File: src/rtl/pwr_mode_regs.sv
module pwr_mode_regs #(
  parameter logic [7:0] TRIG_ADDR  = 8'h87,
  parameter logic [7:0] SLEEP_ADDR = 8'hBE
) (
  input  logic       clk,
  input  logic       rst_n,
  input  logic [7:0] sfr_addr,
  input  logic       sfr_we,
  input  logic [7:0] sfr_wdata,
  output logic [7:0] sfr_rdata,
  input  logic       xosc_stable,
  input  logic       hfrc_stable,
  input  logic       ext_rst_evt,
  input  logic       wdt_rst_evt,
  input  logic       clk_sel,
  input  logic       cal_busy,
  output logic       pm_req,
  output logic [1:0] pm_mode,
  output logic       osc_pd
);

  logic [1:0] mode_q;
  logic [1:0] cause_q;
  logic       pd_q;
  logic       pend_q;
  logic       req_q;
  logic       sel_q;

  wire wr_trig  = sfr_we && (sfr_addr == TRIG_ADDR);
  wire wr_sleep = sfr_we && (sfr_addr == SLEEP_ADDR);
  wire sel_flip = clk_sel ^ sel_q;

  always_ff @(posedge clk) sel_q <= clk_sel;

  always_ff @(posedge clk or negedge rst_n) begin
    if (!rst_n) begin
      mode_q  <= 2'b00;
      cause_q <= 2'b00;
      pd_q    <= 1'b1;
      pend_q  <= 1'b0;
      req_q   <= 1'b0;
    end else begin
      req_q <= wr_trig && sfr_wdata[0];
      if (wr_sleep) mode_q <= sfr_wdata[1:0];
      if (wdt_rst_evt)      cause_q <= 2'b10;
      else if (ext_rst_evt) cause_q <= 2'b01;
      if (sel_flip) begin
        pd_q   <= 1'b0;
        pend_q <= 1'b0;
      end else if (wr_sleep) begin
        if (sfr_wdata[2] && cal_busy) begin
          pend_q <= 1'b1;
        end else begin
          pd_q   <= sfr_wdata[2];
          pend_q <= 1'b0;
        end
      end else if (pend_q && !cal_busy) begin
        pd_q   <= 1'b1;
        pend_q <= 1'b0;
      end
    end
  end

  always_comb begin
    sfr_rdata = 8'h00;
    if (sfr_addr == SLEEP_ADDR)
      sfr_rdata = {1'b0, xosc_stable, hfrc_stable, cause_q, pd_q, mode_q};
  end

  assign pm_req  = req_q;
  assign pm_mode = mode_q;
  assign osc_pd  = pd_q;

endmodule

File: config.mk
export PLATFORM = sky130hd
export DESIGN_NAME = pwr_mode_regs
export DESIGN_NICKNAME = d
export VERILOG_FILES = /design/src/rtl/pwr_mode_regs.sv
export SDC_FILE = /design/constraint.sdc
export NUM_CORES = 1
export LEC_CHECK = 0
export ABC_AREA = 1
export BUFFER_PORTS_ARGS = -buffer_cell sky130_fd_sc_hd__buf_2
export CORE_MARGIN = 2
export CORE_UTILIZATION = 30
export DETAILED_ROUTE_END_ITERATION = 10
export GPL_TIMING_DRIVEN = 0
export SYNTH_ARGS = -nofsm -noshare
export SYNTH_HDL_FRONTEND = slang
export SYNTH_SLANG_ARGS = --single-unit
File: constraint.sdc
create_clock -name clk -period 2.39 [get_ports clk]
set_input_delay 0.478 -clock clk [delete_from_list [all_inputs] [get_ports clk]]
set_output_delay 0.478 -clock clk [all_outputs]
set_load 0.005 [all_outputs]
# Yosys cells after proc, flatten, opt, wreduce, memory -nomap -nowiden

Index checks and enable logic that the tools add are counted.

Bitwise operators: 1
Reduce and logical (&&, ||, !) cells: 9
Equality and inequality tests: 3
Multiplexer cells: 11

Operator list:

| kind               | number |
|---|---|
| $eq 8x8->1 const B | 2 |
| $mux 1             | 8 |
| $mux 7             | 1 |
| $logic_and 1x1->1  | 5 |
| $mux 2             | 2 |
| $ne 3x3->1 const B | 1 |
| $reduce_bool 3->1  | 1 |
| $reduce_and 2->1   | 1 |
| $reduce_bool 2->1  | 1 |
| $logic_not 1->1    | 1 |
| $xor 1x1->1        | 1 |

Logic and storage cells: 30
Register bits: 8
Output and inout port bits: 12
Input port bits: 25

# Longest topological paths before layout

Depth after elaboration: 5
Depth in mapped cells: 7
Mapped depth without buffers: 7

# Least setup slack after synthesis

OpenSTA, ideal clock, no wires.

Kind: input port to output port
From: input sfr_addr[2]
To: output sfr_rdata[0]
Path slack: 967 ps
Cell stages on the path: 6
Arrival time: 945 ps
Required time: 1912 ps
Buffers on the path: 0
Cells stage by stage: nand2_1 inv_1 nand2_1 nor2_1 inv_1 nor2_1

Cells in the longest elaborated chain, start to end: 2

RTL lines:

| what               | line | RTL |
|---|---|---|
| start: declaration | 7    | `input logic [7:0] sfr_addr,` |
| $eq 8x8->1         | 66   | `if (sfr_addr == SLEEP_ADDR)` |
| $mux 7             | 66   |  |
| end: declaration   | 10   | `output logic [7:0] sfr_rdata,` |

Every way passes these cells.

# Worst setup path in the final report

From: input sfr_addr[1]
To: output sfr_rdata[3]

The elaborated chain is that of the path after synthesis.

==> results.yml <==
timing:
  setup-violations-final: 0
  fin_setup_tns_ns: 0
  min_period_ns: 1.70
  rsz0062_at_grt: "no"
  max_freq_mhz: 588
  post-route-period-util_pct: 71.2
  final-max-slew-violation-count: 0
  hold_violations: 0
  finClkSkew_ns: 0.00555
place:
  place_area_um2: 637
  dp.cells: 119
  place.gp.congestion: 0.776
  dp_hpwl_um: 827
  place.port_buffers: 30
cts:
  post-cts-setup-buffers: 0
  clock-root-buffer: "clkbuf_4"
  holdBufCountCts: 0
  clkLatencyLatePin_ns: 0.26
  cts_inserted_buffers: 3
  post_cts_resized: 0
  numClockSinks: 8
  clock_path_buffers: 2
  h-tree-depth: 1
  path_clk_slew_ns: 0.06
  cts_tree: "done"
synth:
  synthTopCellsByCount: "inv_1 (19), nor2_1 (19), nand2_1 (14)"
  yosysSeqAreaShare_pct: 42.1
  syn-instance-count: 73
  synth-main-ff-cell: "dfrtp_1"
  synth.avg_cell_area_um2: 6.39
  yosys.area.top_type: "dfrtp_1"
  synth_edf_count: 0
  yosysWarnings: 0
  yosysTopAreaCellShare_pct: 32.2
  ys_types: 13
  synth_area_um2: 467
  synth_nets: 98
  async_reset_ff_share_pct: 87.5
  synth_area_leaders: "dfrtp_1 (32%), inv_1 (15%), nor2_1 (15%)"
  synth-seq-cells: 8
global_route:
  grt_pass1_wl_um: 1570
  grtUsageMet2_pct: 17.6
  track_usage_pct: 11.4
  antenna_found_initial: 0
  grt.overflow.total: 0
  grt.busiest_layer: "met2"
  globalRouteMet1Util_pct: 13.2
  grtUsageMet3_pct: 2.92
  grt_max_degree: 8
  grt_pass1_vias: 411
drt:
  via_per_inst: 4.03
  drc_errors: 0
  wirelength_um: 977
  first_pass_iters: 4
  wl_per_cell_um: 7.94
  drt_iter0_markers: 8
  ant_nets: 0
  vias: 496
final_layout:
  final_core_util_pct: 44.5
  areaGrowthSynthToFinish_pct: 42.1
  fill_cells: 160
  antenna_cells: 0
  layout.cells.non_filler: 123
  drive_above_1_share_pct: 33.6
  final_nets: 133
  fin_area_um2: 663
worst_setup_path:
  arrival_ns: 1.22
  r2r_slack_ns: 1.52
  crit_top_cell: "nor2_1"
  crit_required_ns: 1.91
  critPathMaxFanout: 7
  critPathKind: "in -> out"
  path_cells: "buf_2 > inv_1 > nor2_1 > nand2_1 > nor2_1 > inv_1 > nor2_1 > buf_2"
  cpMaxStageDelayCell: "inv_1"
  cp_num_buf_inv: 4
  start_kind: "input pin"
  cpLargestDelayFamily: "buffers and inverters"
  crit_path_max_incr_delay_ns: 0.14
  crit_path_end_kind: "primary output"
floorplanning:
  io_pins: 37
  die_area_um2: 1890
  initial_core_util_pct: 31.3
  rows: 14
  die_y_um: 43.4
  fp.dieW_um: 43.4
  core_um2: 1490
pwr:
  p_leak_nw: 0.431
  powerDensity_nw_per_um2: 470
  vdd_drop_max_uv: 219
hold_path:
  hold_path_class: "in -> async"
run_status:
  status: "finished, final reports clean"
job:
  maxCapViolCount: 0
-- metal layers --
metal  up-vias  wire, µm
met1       197       455
met2        21       430
li1        275         -
met3         3        65
met5         -         0
met4         0        26
-- cell usage in the layout, fill, tap and decap left out --
cell type / instances
dfstp_2: 1
dfxtp_1: 1
clkbuf_4: 3
nand3_1: 4
buf_4: 1
clkbuf_1: 1
nand2_1: 14
nor3_1: 1
nor2_1: 19
o21ai_0: 3
buf_2: 30
inv_1: 19
dfrtp_1: 6
conb_1: 1
o21bai_1: 2
a21oi_2: 1
-- power breakdown --
| group | leakage (nW) | switching (mW) | internal [mW] |
|---|---|---|---|
| combinational | 0.328 | 0.0272 | 0.0252 |
| sequential | 0.0887 | 0.00311 | 0.145 |
| clock | 0.0150 | 0.0476 | 0.0640 |
-- registers in the layout, indices dropped and copies added, names as in the netlist --
name / flops
pm_req: 1
cause_q: 2
osc_pd: 1
pend_q: 1
pm_mode: 2
sel_q: 1
-- cell families (layout without fill, tap and decap cells) --
family	after synthesis	count (layout)	share of synthesized area (%)
DFF	8	8	42.1
and+or+nand+nor	38	38	31.9
AOI/OAI and AO/OA	6	6	8.31
other	1	1	0.804
buffers and inverters	20	54	16.9
-- through the flow --
stage	hold slack, ns	total power, mW	worst slack [ns]
floorplan	0.182	0.174	0.967
global placement	0.317	0.202	0.678
detailed placement	0.318	0.203	0.670
CTS	0.0367	0.319	0.668
global route	0.0391	0.336	0.538
finish	0.0381	0.312	0.689
-- cell type report --
| class | count | area (µm²) | area share (%) |
|---|---|---|---|
| Inverter | 19 | 71.3 | 10.8 |
| Buffer | 1 | 7.51 | 1.13 |
| Sequential cell | 8 | 196 | 29.6 |
| Timing Repair Buffer | 30 | 150 | 22.6 |
| Tap cell | 16 | 20.0 | 3.02 |
| Clock buffer | 4 | 26.3 | 3.96 |
| Multi-Input combinational cell | 45 | 191 | 28.9 |
-- worst reg2reg max path: stages (launching register included) --
cell and delay (ns):
dfxtp_1 0.32, inv_1 0.04, nand2_1 0.04, nand2_1 0.07
nor2_1 0.09, nand3_1 0.09, nand2_1 0.09, a21oi_2 0.05
-- final timing paths --
check / cells after the start / start / end
setup / recovery: 8 / sfr_addr[1] / sfr_rdata[3]
hold / removal: 1 / rst_n / pm_req
setup reg to reg: 7 / sel_q / osc_pd
hold reg to reg: 2 / osc_pd / osc_pd
max in group asynchronous: 1 / rst_n / osc_pd
min in group clk: 1 / clk_sel / sel_q
Power figures use the tool's default switching activity.
